`src/rtl/miss_defer_pkg.sv`:
```
package miss_defer_pkg;

  // Hits to other banks needed to cover the gap before a missed bank can return
  // data. Zero contributors maps to the full slot count; the top releases that
  // case directly.
  function automatic int unsigned burst_len(input int unsigned others,
                                            input int unsigned slots);
    if (others == 0) return slots;
    return (slots + others - 1) / others;
  endfunction

endpackage

```
`src/rtl/other_bank_count.sv`:
```
module other_bank_count #(
  parameter int NUM_BANKS = 16,
  localparam int BANK_W  = $clog2(NUM_BANKS),
  localparam int POP_W   = $clog2(NUM_BANKS + 1)
) (
  input  logic [NUM_BANKS-1:0] vec,
  input  logic [BANK_W-1:0]    own_bank,
  output logic [POP_W-1:0]     others
);

  logic [NUM_BANKS-1:0] masked;

  always_comb begin
    masked = vec;
    masked[own_bank] = 1'b0;
    others = '0;
    for (int i = 0; i < NUM_BANKS; i++) begin
      others = others + POP_W'(masked[i]);
    end
  end

endmodule

```
`src/rtl/burst_rom.sv`:
```
module burst_rom #(
  parameter int NUM_BANKS = 16,
  parameter int SLOTS     = 12,
  localparam int POP_W    = $clog2(NUM_BANKS + 1),
  localparam int CNT_W    = $clog2(SLOTS + 1)
) (
  input  logic [POP_W-1:0] addr,
  output logic [CNT_W-1:0] need
);
  import miss_defer_pkg::*;

  localparam int DEPTH = NUM_BANKS + 1;

  logic [CNT_W-1:0] rom [DEPTH];

  for (genvar g = 0; g < DEPTH; g++) begin : g_entry
    assign rom[g] = CNT_W'(burst_len(g, SLOTS));
  end

  assign need = (int'(addr) < DEPTH) ? rom[addr] : CNT_W'(SLOTS);

endmodule

```
`src/rtl/hit_counter.sv`:
```
module hit_counter #(
  parameter int NUM_BANKS = 16,
  parameter int SLOTS     = 12,
  localparam int BANK_W   = $clog2(NUM_BANKS),
  localparam int CNT_W    = $clog2(SLOTS + 1)
) (
  input  logic              clk,
  input  logic              rst,
  input  logic              clear,
  input  logic              track,
  input  logic              hit_issued,
  input  logic [BANK_W-1:0] hit_bank,
  input  logic [BANK_W-1:0] own_bank,
  output logic [CNT_W-1:0]  cnt_next,
  output logic [CNT_W-1:0]  cnt
);

  logic counts;

  assign counts = track && hit_issued && (hit_bank != own_bank);

  always_comb begin
    if (clear)
      cnt_next = '0;
    else if (counts && (cnt != CNT_W'(SLOTS)))
      cnt_next = cnt + 1'b1;
    else
      cnt_next = cnt;
  end

  always_ff @(posedge clk) begin
    if (rst) cnt <= '0;
    else     cnt <= cnt_next;
  end

endmodule

```
`src/rtl/miss_defer_gate.sv`:
```
module miss_defer_gate #(
  parameter int NUM_BANKS = 16,
  parameter int SLOTS     = 12,
  localparam int BANK_W   = $clog2(NUM_BANKS),
  localparam int POP_W    = $clog2(NUM_BANKS + 1),
  localparam int CNT_W    = $clog2(SLOTS + 1)
) (
  input  logic                 clk,
  input  logic                 rst,
  input  logic                 cand_valid,
  input  logic                 cand_new,
  input  logic                 cand_is_miss,
  input  logic [BANK_W-1:0]    cand_bank,
  input  logic                 cand_issued,
  input  logic [NUM_BANKS-1:0] pend_hit_vec,
  input  logic                 hit_issued,
  input  logic [BANK_W-1:0]    hit_bank,
  output logic                 permit
);

  logic [POP_W-1:0] others;
  logic [CNT_W-1:0] need;
  logic [CNT_W-1:0] cnt_next;
  logic [CNT_W-1:0] hit_cnt;
  logic             release_ok;

  other_bank_count #(.NUM_BANKS(NUM_BANKS)) u_count (
    .vec      (pend_hit_vec),
    .own_bank (cand_bank),
    .others   (others)
  );

  burst_rom #(.NUM_BANKS(NUM_BANKS), .SLOTS(SLOTS)) u_rom (
    .addr (others),
    .need (need)
  );

  hit_counter #(.NUM_BANKS(NUM_BANKS), .SLOTS(SLOTS)) u_cnt (
    .clk        (clk),
    .rst        (rst),
    .clear      (cand_new || cand_issued),
    .track      (cand_valid && cand_is_miss),
    .hit_issued (hit_issued),
    .hit_bank   (hit_bank),
    .own_bank   (cand_bank),
    .cnt_next   (cnt_next),
    .cnt        (hit_cnt)
  );

  assign release_ok = !cand_is_miss || (others == '0) || (cnt_next >= need);

  always_ff @(posedge clk) begin
    if (rst) permit <= 1'b0;
    else     permit <= cand_valid && !cand_issued && release_ok;
  end

endmodule

```
`config.mk`:
```
export PLATFORM = sky130hd
export DESIGN_NAME = miss_defer_gate
export DESIGN_NICKNAME = d
export VERILOG_FILES = /design/src/rtl/miss_defer_pkg.sv /design/src/rtl/other_bank_count.sv /design/src/rtl/burst_rom.sv /design/src/rtl/hit_counter.sv /design/src/rtl/miss_defer_gate.sv
export SDC_FILE = /design/constraint.sdc
export NUM_CORES = 1
export LEC_CHECK = 0
export ABC_AREA = 1
export ABC_CLOCK_PERIOD_IN_PS = 12100
export CORE_MARGIN = 5
export CORE_UTILIZATION = 50
export DETAILED_ROUTE_END_ITERATION = 8
export GPL_ROUTABILITY_DRIVEN = 0
export HOLD_SLACK_MARGIN = 0.15
export PLACE_DENSITY = 0.83
export SLEW_MARGIN = 20
export SYNTH_ARGS = -nofsm -noshare
export SYNTH_HDL_FRONTEND = slang
export SYNTH_SLANG_ARGS = --single-unit
```
`constraint.sdc`:
```
create_clock -name clk -period 12.1 [get_ports clk]
set_clock_uncertainty 0.1 [all_clocks]
set_input_delay 1.21 -clock clk [delete_from_list [all_inputs] [get_ports clk]]
set_output_delay 1.21 -clock clk [all_outputs]
set_load 0.01 [all_outputs]
```
Word level (Yosys, flattened, before mapping):

Memories as Yosys holds them, arrays and structs flattened.
Index checks and enable logic that the tools add are counted.

* flip-flop bits (word level): 5
* latch bits: 0
* memory bits (writable): 0
* ROM bits: 128
* input bits: 31
* output and inout bits: 1
* word-level logic and storage cells: 49
* memories: 1

Memory list
* (no name shown): words 32, width 4, read ports 1, clocked after Yosys merged registers in 0, wr ports 0, line burst_rom.sv:20 `assign need = (int'(addr) < DEPTH) ? rom[addr] : CNT_W'(SLOTS);`

* $add $sub $neg: 16
* multipliers: 0
* div/mod/pow operators: 0
* $lt $le $gt $ge: 5
* eq/ne operators: 2
* shift-type cells: 0
* mux-type cells: 7
* bitwise logic cells: 3
* reductions and logical operators: 13

Operator list (count)
* adder 5 x 1 -> 5 bit: 14
* two-way mux 4 bit: 5
* AND 16 bit: 1
* NOT 16 bit: 1
* logical AND 1 bit: 7
* >= comparator 6 bit (second input constant): 1
* NOT 5 -> 6 bit: 1
* zero test 5 bit: 1
* < comparator 4 x 5 -> 1 bit (second input constant): 1
* < comparator 5 bit (second input constant): 1
* adder 4 x 1 -> 4 bit (second input constant): 1
* demux 1 bit (select 4 bit): 1
* >= comparator 4 x 1 -> 1 bit (second input constant): 1
* >= comparator 4 bit: 1
* != test 4 bit: 1
* != test 4 bit (second input constant): 1
* logical OR 1 bit: 3
* adder 1 x 1 -> 2 bit: 1
* zero test 1 bit: 2
* two-way mux 1 bit: 1

Logic depth before layout (Yosys ltp):

Gate-level depths: netlist of run 1.

* depth after elaboration: 29
* depth in mapped cells: 31
* mapped depth without buffers: 31

Modules after synthesis:

From an unflattened synthesis of run 1, not the netlist that was laid out.

* cell total of the unflattened synthesis: 188
* area, all modules: 1177.4 um^2

By module, submodules not included
* other_bank_count: instances 1, cells each 70, area an instance 541.8 um^2, seq. area each 0.0 um^2
* hit_counter: instances 1, cells each 65, area an instance 361.6 um^2, seq. area each 80.1 um^2
* miss_defer_gate: instances 1, cells each 34, area an instance 190.2 um^2, seq. area each 20.0 um^2
* burst_rom: instances 1, cells each 19, area an instance 83.8 um^2, seq. area each 0.0 um^2

Worst setup path after synthesis of run 1:

OpenSTA, ideal clock, no wires.

* path type: input port to flip-flop
* from: input port cand_bank[0]
* to: register permit
* library setup time: 111 ps
* data arrival time: 5879 ps
* data required time: 11889 ps
* path slack: 6010 ps
* stages: 28
* path buffers: 0
* cells stage by stage: inv_2 -> nor2_1 -> a21boi_0 -> ha_1 -> inv_1 -> fa_1 -> fa_1 -> inv_1 -> fa_1 -> fa_1 -> fa_1 -> inv_1 -> fa_1 -> inv_1 -> nor2_1 -> nand3_1 -> nand2_1 -> nand2_1 -> inv_1 -> ha_1 -> o21ai_0 -> nand2_1 -> nand2_1 -> nand2_1 -> nand2_1 -> nand2_1 -> nor2_1 -> nor2_1

* cells in the longest elaborated chain, start to end: 29
* elaborated cells between the ends (all ways): 38
* classes of those cells: add/sub (15); order compare (4); eq/ne (1); mux (7); bitwise (3); reduce/logical (7); memory (1)

RTL lines
* start: declaration: line miss_defer_gate.sv:13 `input logic [BANK_W-1:0] cand_bank,`
* < comparator 4 x 5 -> 1 bit (implied by the code) or >= comparator 4 x 1 -> 1 bit (tied branches): line other_bank_count.sv:15 `masked[own_bank] = 1'b0;`
* logical AND 1 bit (implied by the code): line other_bank_count.sv:15
* two-way mux 1 bit (implied by the code): line other_bank_count.sv:15
* demux 1 bit (select 4 bit)
* NOT 16 bit (no line)
* AND 16 bit (no line)
* adder 1 x 1 -> 2 bit: line other_bank_count.sv:18 `others = others + POP_W'(masked[i]);`
* adder 5 x 1 -> 5 bit (14 in series): line other_bank_count.sv:18
* NOT 5 -> 6 bit (implied by the code): line burst_rom.sv:20
* memory (32 x 4 bit)
* two-way mux 4 bit (implied by the code) (2 in series): line burst_rom.sv:20
* two-way mux 4 bit: line burst_rom.sv:20
* >= comparator 4 bit: line miss_defer_gate.sv:50 `assign release_ok = !cand_is_miss || (others == '0) || (cnt_next >= need);`
* logical OR 1 bit (*): line miss_defer_gate.sv:50
* logical AND 1 bit (*): line miss_defer_gate.sv:54 `else permit <= cand_valid && !cand_issued && release_ok;`
* end signal: assignment: line miss_defer_gate.sv:54
* end: declaration: line miss_defer_gate.sv:18 `output logic permit`

Mark *: on every way between the ends. The rest lies on a longest branch, timed or not. The select of a mux whose other input is x is not followed.
A chain may end at the register's enable or synchronous reset.

Worst setup path in the final report of run 1:

Ends and elaborated chain as after synthesis.

==> summary.txt, run 1 <==
Synth
  – Post-Syn Nets: 223
  – Avg Cell Area, Syn: 6.56 sq um
  – Flops & latches, synth: 5
  – Synth Instances: 171
  – Ys Warns: 0
  – Yosys cell types: 20
  – Register area share after synthesis: 8.93%
  – Mapped cell area: 1120 sq um

Detailed routing
  – Drt pass-1 iters: 4
  – Routed WL per cell: 10.9 microns
  – DRC Markers: 0
  – Vias/cell: 4.77
  – DRT antenna net count: 0
  – DR iter-0 viols: 30
  – Final WL: 2560 microns
  – DR vias: 1,117

Timing
  – Slew Limit Fails: 0
  – Period minus WS final: 6.75 ns
  – Slew @ Worst Pin: 0.369 ns
  – Tcrit/Tclk final: 55.8%
  – RSZ-0062 raised after global routing: false
  – Final hold slack: 0.511 ns
  – Final Setup Violations: 0
  – Slew HR: 75.2%
  – Setup TNS: 0 ns
  – Final Hold Fails: 0
  – FMAX: 148 MHz

Outcome
  – Status: finished, final reports clean

Floorplanning
  – Die ar.: 3290 sq um
  – Die height: 57.4 microns
  – Placement row count: 17
  – Chip width: 57.4 microns
  – IO Pins: 32
  – Placeable Area: 2170 sq um
  – Initial Utilization: 51.7%

Critical path
  – Buf+Inv Stages, Crit Path: 7
  – Largest stage delay, worst path: 0.55 ns
  – R2r endpoint: permit
  – Setup CP Type: in2reg
  – Critical-path top delay cell: clkdlybuf4s50_1
  – CP Max Fanout: 4
  – Worst Setup EP: permit
  – Reg-to-reg startpoint: u_cnt.cnt[0]
  – CP startpoint kind: primary input
  – R2R setup slack: 9.77 ns
  – CP startpoint: cand_bank[0]
  – Critical Path RT: 12.14 ns
  – R2R depth: 15
  – WP data arrival: 6.78 ns
  – Most frequent CP cell: nand2_1
  – Cell family with most CP delay: adder cells
  – Number of cells on the critical path: 29
  – Worst setup EP type: flop

Hold path
  – Worst Hold Class: reg2reg

Power
  – Max VDD drop: 200 uV
  – P_sw: 0.119 mW
  – Internal cell power: 0.113 mW
  – Comb power frac: 84.1%
  – Seq pwr share: 7.6%
  – Leak: 0.781 nW
  – Pwr dens: 155 nW/um^2
  – Net Sw Frac: 51.4%
  – Power share of the clock group: 8.3%

Finish
  – Most frequent cells in the layout: inv_1, nand2_1, clkdlybuf4s50_1, nor2_1, nand3_1
  – Diode count: 0
  – Layout Nets: 259
  – Layout cells sized above 1: 8.25%
  – Fillers: 185
  – Commonest non-fill, non-tap cell in the layout: inv_1
  – Area Growth Syn to Fin: 33.1%

CTS
  – Hold buffers post-CTS: 0
  – H-tree depth: 1
  – CTS resizes: 0
  – CTS tree: done
  – Post-CTS Setup Inserts: 0
  – CTS buffer count: 3
  – Skew-Pair Late Insertion Delay: 0.24 ns
  – Root Buffer: clkbuf_4
  – Clock edge transition at the registers on the reported setup and hold paths: 0.05 ns
  – Clk buf depth: 2
  – Clk sinks: 5

GRT
  – First-pass GRT wire length: 4650 microns
  – Initial antenna violation count: 0
  – All-Layer GR Usage: 17.5%
  – Pin count of the biggest net entering global routing: 8
  – Vias in the first global route: 1,093
  – Global route overflow: 0

Place
  – IO buf count: 31
  – Post-DP HPWL: 2330 microns

Run
  – Maxcap violations: 0
## cells in the mapped netlist
library cell   n  area [sq um]
dfxtp_1        5           100
nor2_1        18          67.6
o211ai_1       2          15.0
nand2_2        4          25.0
xnor2_1        2          17.5
inv_2          4          15.0
nand3b_1       1          7.51
a21boi_0       7          52.6
nand2_4        2          22.5
inv_1         38           143
a31oi_2        1          12.5
nor2_2         1          6.26
a21oi_1        3          15.0
nand3_1       14          70.1
nor2_4         2          22.5
ha_1          11           138
fa_1          10           200
o31ai_1        2          15.0
nand2_1       35           131
o21ai_0        9          45.0
## metrics by stage
stage	instance area (sq um)	total power, mW	std cells	utilization, %	setup slack (ns)
finish	1490	0.231	234	68.8	5.35
global route	1490	0.267	234	68.8	4.86
CTS	1490	0.232	234	68.8	5.35
detailed placement	1470	0.212	230	67.6	5.09
global placement	1470	0.202	230	67.6	5.22
floorplan	1120	0.170	171	-	6.01
## how the worst min path moves through the flow
| stage | startpoint | to | depth (start not counted) |
|---|---|---|---|
| 6_report | u_cnt.cnt[3] | u_cnt.cnt[3] | 4 |
| 5_1_grt | u_cnt.cnt[3] | u_cnt.cnt[3] | 4 |
| 4_1_cts | u_cnt.cnt[3] | u_cnt.cnt[3] | 4 |
| 3_5_place_dp | u_cnt.cnt[3] | u_cnt.cnt[3] | 4 |
| 3_3_place_gp | u_cnt.cnt[3] | u_cnt.cnt[3] | 4 |
| 2_1_floorplan | u_cnt.cnt[1] | u_cnt.cnt[1] | 4 |
## power by group through the flow
stage	Clock (mW)	Combinational [mW]	Sequential, mW
final	0.0192	0.195	0.0175
after global routing	0.0211	0.229	0.0176
after CTS	0.0196	0.195	0.0175
after detailed placement	0	0.194	0.0178
after global placement	0	0.184	0.0178
after floorplan	0	0.151	0.0182
## worst reg2reg max path: cells and delay by family (launching register included)
kind	cells	cell delay, ns
flops	1	0.37
simple gates	10	0.65
compound gates	2	0.52
fa+ha+maj	2	0.51
buf+inv	1	0.08
## registers in the layout (all words and copies together) (netlist names)
register and flops:
permit 1, u_cnt.cnt 4
## area by class of cell
class | instances | area [sq um] | area share, %
multi-input combinational | 124 | 863 | 57.8
timing repair buffer | 31 | 310 | 20.8
inverter | 42 | 158 | 10.6
sequential | 5 | 100 | 6.71
tap | 28 | 35.0 | 2.35
clock buffer | 4 | 26.3 | 1.76
## per-layer routing
| layer | share of wire, % | GRT usage, % | vias to the layer above | wire (microns) |
|---|---|---|---|---|
| li1 | - | - | 598 | - |
| met1 | 43 | 22.4 | 492 | 1090 |
| met2 | 54 | 30.5 | 25 | 1370 |
| met3 | 2.3 | 2.26 | 2 | 59 |
| met4 | 1.3 | 4.97 | 0 | 34 |
| met5 | 0 | 0 | - | 0 |
## cell families after synthesis
logic type / share of synthesized area, %
simple gates: 31.5
flops: 8.93
compound gates: 13.8
buf+inv: 14.1
xor+xnor: 1.56
fa+ha+maj: 30.1
Power figures use the tool's default switching activity.
==> run 2, diff against run 1 <==
Settings changed: ABC_CLOCK_PERIOD_IN_PS 12100 to 5650, CORE_UTILIZATION 50 to 43, PLACE_DENSITY 0.83 to 0.76.
Clock period 12.1 ns to 5.65 ns, I/O delays scaled along.
==> run 2 against run 1 <==
Net effect:
- die area is 13% higher
- combinational power rose to 3.3 times the previous value
- sequential power rose by 110%
- clock-buffer cell count did not move
- largest cell class unchanged
- critical path type unchanged
==> summary.txt, run 2 (same netlist as run 1, synthesis figures left out) <==
Outcome
  – Status: finished, final reports clean (unchanged)

Floorplanning
  – Die ar.: 3730 sq um (was 3290 sq um)
  – Initial Utilization: 45.3% (was 51.7%)
  – Chip width: 61.1 microns (was 57.4 microns)
  – IO Pins: 32 (unchanged)
  – Die height: 61.1 microns (was 57.4 microns)
  – Placeable Area: 2480 sq um (was 2170 sq um)
  – Placement row count: 18 (was 17)

Detailed routing
  – Vias/cell: 4.69 (was 4.77)
  – DRT antenna net count: 0 (unchanged)
  – DR vias: 1,224 (was 1,117)
  – DR iter-0 viols: 22 (was 30)
  – Final WL: 2990 microns (was 2560 microns)
  – Routed WL per cell: 11.4 microns (was 10.9 microns)
  – DRC Markers: 0 (unchanged)
  – Drt pass-1 iters: 4 (unchanged)

Finish
  – Most frequent cells in the layout: inv_1, nand2_1, clkdlybuf4s50_1, buf_4 (was inv_1, nand2_1, clkdlybuf4s50_1, nor2_1, nand3_1)
  – Area Growth Syn to Fin: 56.3% (was 33.1%)
  – Fillers: 203 (was 185)
  – Most flops, register: u_cnt.cnt (unchanged)
  – Final core occ: 70.7% (was 68.8%)
  – Post-route cell area: 1750 sq um (was 1490 sq um)
  – Biggest regs: u_cnt.cnt: 4 flops, permit: 1 flops (unchanged)
  – Diode count: 0 (unchanged)
  – Layout cells sized above 1: 29.0% (was 8.25%)
  – Fin cells: 261 (was 234)
  – Max FFs per register: 4 (unchanged)
  – Layout Nets: 284 (was 259)

Critical path
  – Critical Path RT: 5.68 ns (was 12.14 ns)
  – Reg-to-reg startpoint: u_cnt.cnt[0] (unchanged)
  – CP startpoint kind: primary input (unchanged)
  – R2R depth: 15 (unchanged)
  – Most frequent CP cell: nand2_1 (unchanged)
  – Worst setup EP type: flop (unchanged)
  – Cell family with most CP delay: adder cells (unchanged)
  – CP startpoint: pend_hit_vec[1] (was cand_bank[0])
  – CP Max Fanout: 2 (was 4)
  – Worst-path cell chain: clkdlybuf4s50_1 -> a21boi_2 -> ha_1 -> inv_1 -> fa_1 -> fa_1 -> inv_2 -> fa_1 -> fa_1 -> fa_2 -> inv_2 -> fa_2 -> buf_4 -> nor2_1 -> o211ai_1 -> ha_1 -> o21ai_2 -> nand2_1 -> nand2_1 -> nand2_1 -> nand2_1 -> nand2_1 -> nor2_1 -> nor2_1
  – Buf+Inv Stages, Crit Path: 5 (was 7)
  – Largest stage delay, worst path: 0.51 ns (was 0.55 ns)
  – R2R setup slack: 3.33 ns (was 9.77 ns)
  – Setup CP Type: in2reg (unchanged)
  – Number of cells on the critical path: 24 (was 29)
  – WP data arrival: 5.47 ns (was 6.78 ns)
  – Worst Setup EP: permit (unchanged)
  – R2r endpoint: permit (unchanged)
  – Critical-path top delay cell: fa_1 (was clkdlybuf4s50_1)

Place
  – Cell area after placement: 1620 sq um (was 1470 sq um)
  – IO buf count: 31 (unchanged)
  – Post-DP HPWL: 2440 microns (was 2330 microns)
  – Place WS: -0.700 ns (was 5.09 ns)
  – Post-Place Cells: 252 (was 230)

CTS
  – CTS tree: done (unchanged)
  – CTS buffer count: 3 (unchanged)
  – Clk sinks: 5 (unchanged)
  – Root Buffer: clkbuf_4 (unchanged)
  – Clk buf depth: 2 (unchanged)
  – Clock edge transition at the registers on the reported setup and hold paths: 0.05 ns (about the same)
  – Hold buffers post-CTS: 0 (unchanged)
  – Skew-Pair Late Insertion Delay: 0.23 ns (was 0.24 ns)
  – H-tree depth: 1 (unchanged)

Timing
  – Final worst slack: 0.214 ns (was 5.35 ns)
  – Tcrit/Tclk final: 96.2%
  – Slew Limit Fails: 0 (unchanged)
  – Final Hold Fails: 0 (unchanged)
  – Slew @ Worst Pin: 0.386 ns (was 0.369 ns)
  – Period minus WS final: 5.44 ns
  – Final hold slack: 0.507 ns (was 0.511 ns)
  – Slew HR: 74.0% (was 75.2%)
  – FMAX: 184 MHz
  – Final Setup Violations: 0 (unchanged)

GRT
  – Initial antenna violation count: 0 (unchanged)
  – First-pass GRT wire length: 4800 microns (was 4650 microns)
  – Pin count of the biggest net entering global routing: 6 (was 8)
  – Global route overflow: 0 (unchanged)
  – Vias in the first global route: 1,204 (was 1,093)
  – All-Layer GR Usage: 16.8% (was 17.5%)

Power
  – Max VDD drop: 486 uV (was 200 uV)
  – Leak: 0.909 nW (was 0.781 nW)
  – Pwr dens: 407 nW/um^2 (was 155 nW/um^2)

Run
  – Maxcap violations: 0 (unchanged)

Hold path
  – Worst Hold Class: reg2reg (unchanged)
run 2: how the worst min path moves through the flow:
stage                  from            to  depth (start not counted)
2_1_floorplan  u_cnt.cnt[1]  u_cnt.cnt[1]                          4
3_3_place_gp   u_cnt.cnt[3]  u_cnt.cnt[3]                          4
3_5_place_dp   u_cnt.cnt[3]  u_cnt.cnt[3]                          4
4_1_cts        u_cnt.cnt[3]  u_cnt.cnt[3]                          4
5_1_grt        u_cnt.cnt[3]  u_cnt.cnt[3]                          4
6_report       u_cnt.cnt[3]  u_cnt.cnt[3]                          4
run 2: routing by layer:
metal	up-vias	global-route usage (%)	part of all wire [%]
met4	0	4.33	1.9
met3	6	1.89	1.9
li1	647	-	-
met5	-	0	0
met1	559	19.8	39
met2	12	31.9	57
run 2: repair_timing:
item	4_1_cts	5_1_grt
resized for setup	16	25
setup endpoints to repair	1	1
pin swaps	7	16
buffers inserted	4	1
run 2: cell type report:
cell class / instances / area, sq um / share of cell area (%)
sequential: 5 / 100 / 5.71
clock buffer: 4 / 26.3 / 1.50
inverter: 42 / 158 / 9.00
tap: 30 / 37.5 / 2.14
timing repair buffer: 56 / 485 / 27.7
multi-input combinational: 124 / 945 / 53.9
run 2: power by group:
group	switching (mW)	leakage [nW]	internal [mW]
clock network	0.0134	0.0150	0.0266
registers	0.000551	0.0404	0.0370
logic	0.321	0.854	0.315
run 2: through the flow:
| step | setup TNS, ns | power, mW |
|---|---|---|
| 2_1_floorplan | 0 | 0.363 |
| 3_3_place_gp | -0.495 | 0.515 |
| 3_5_place_dp | -0.700 | 0.542 |
| 4_1_cts | 0 | 0.611 |
| 5_1_grt | -0.0408 | 0.812 |
| 6_report | 0 | 0.713 |
run 2: worst min-delay path: stages, from the launching register on:
cell	delay (ns)
dfxtp_1	0.34
nand2_2	0.07
nand2_1	0.05
nand2_2	0.07
nor2_2	0.03
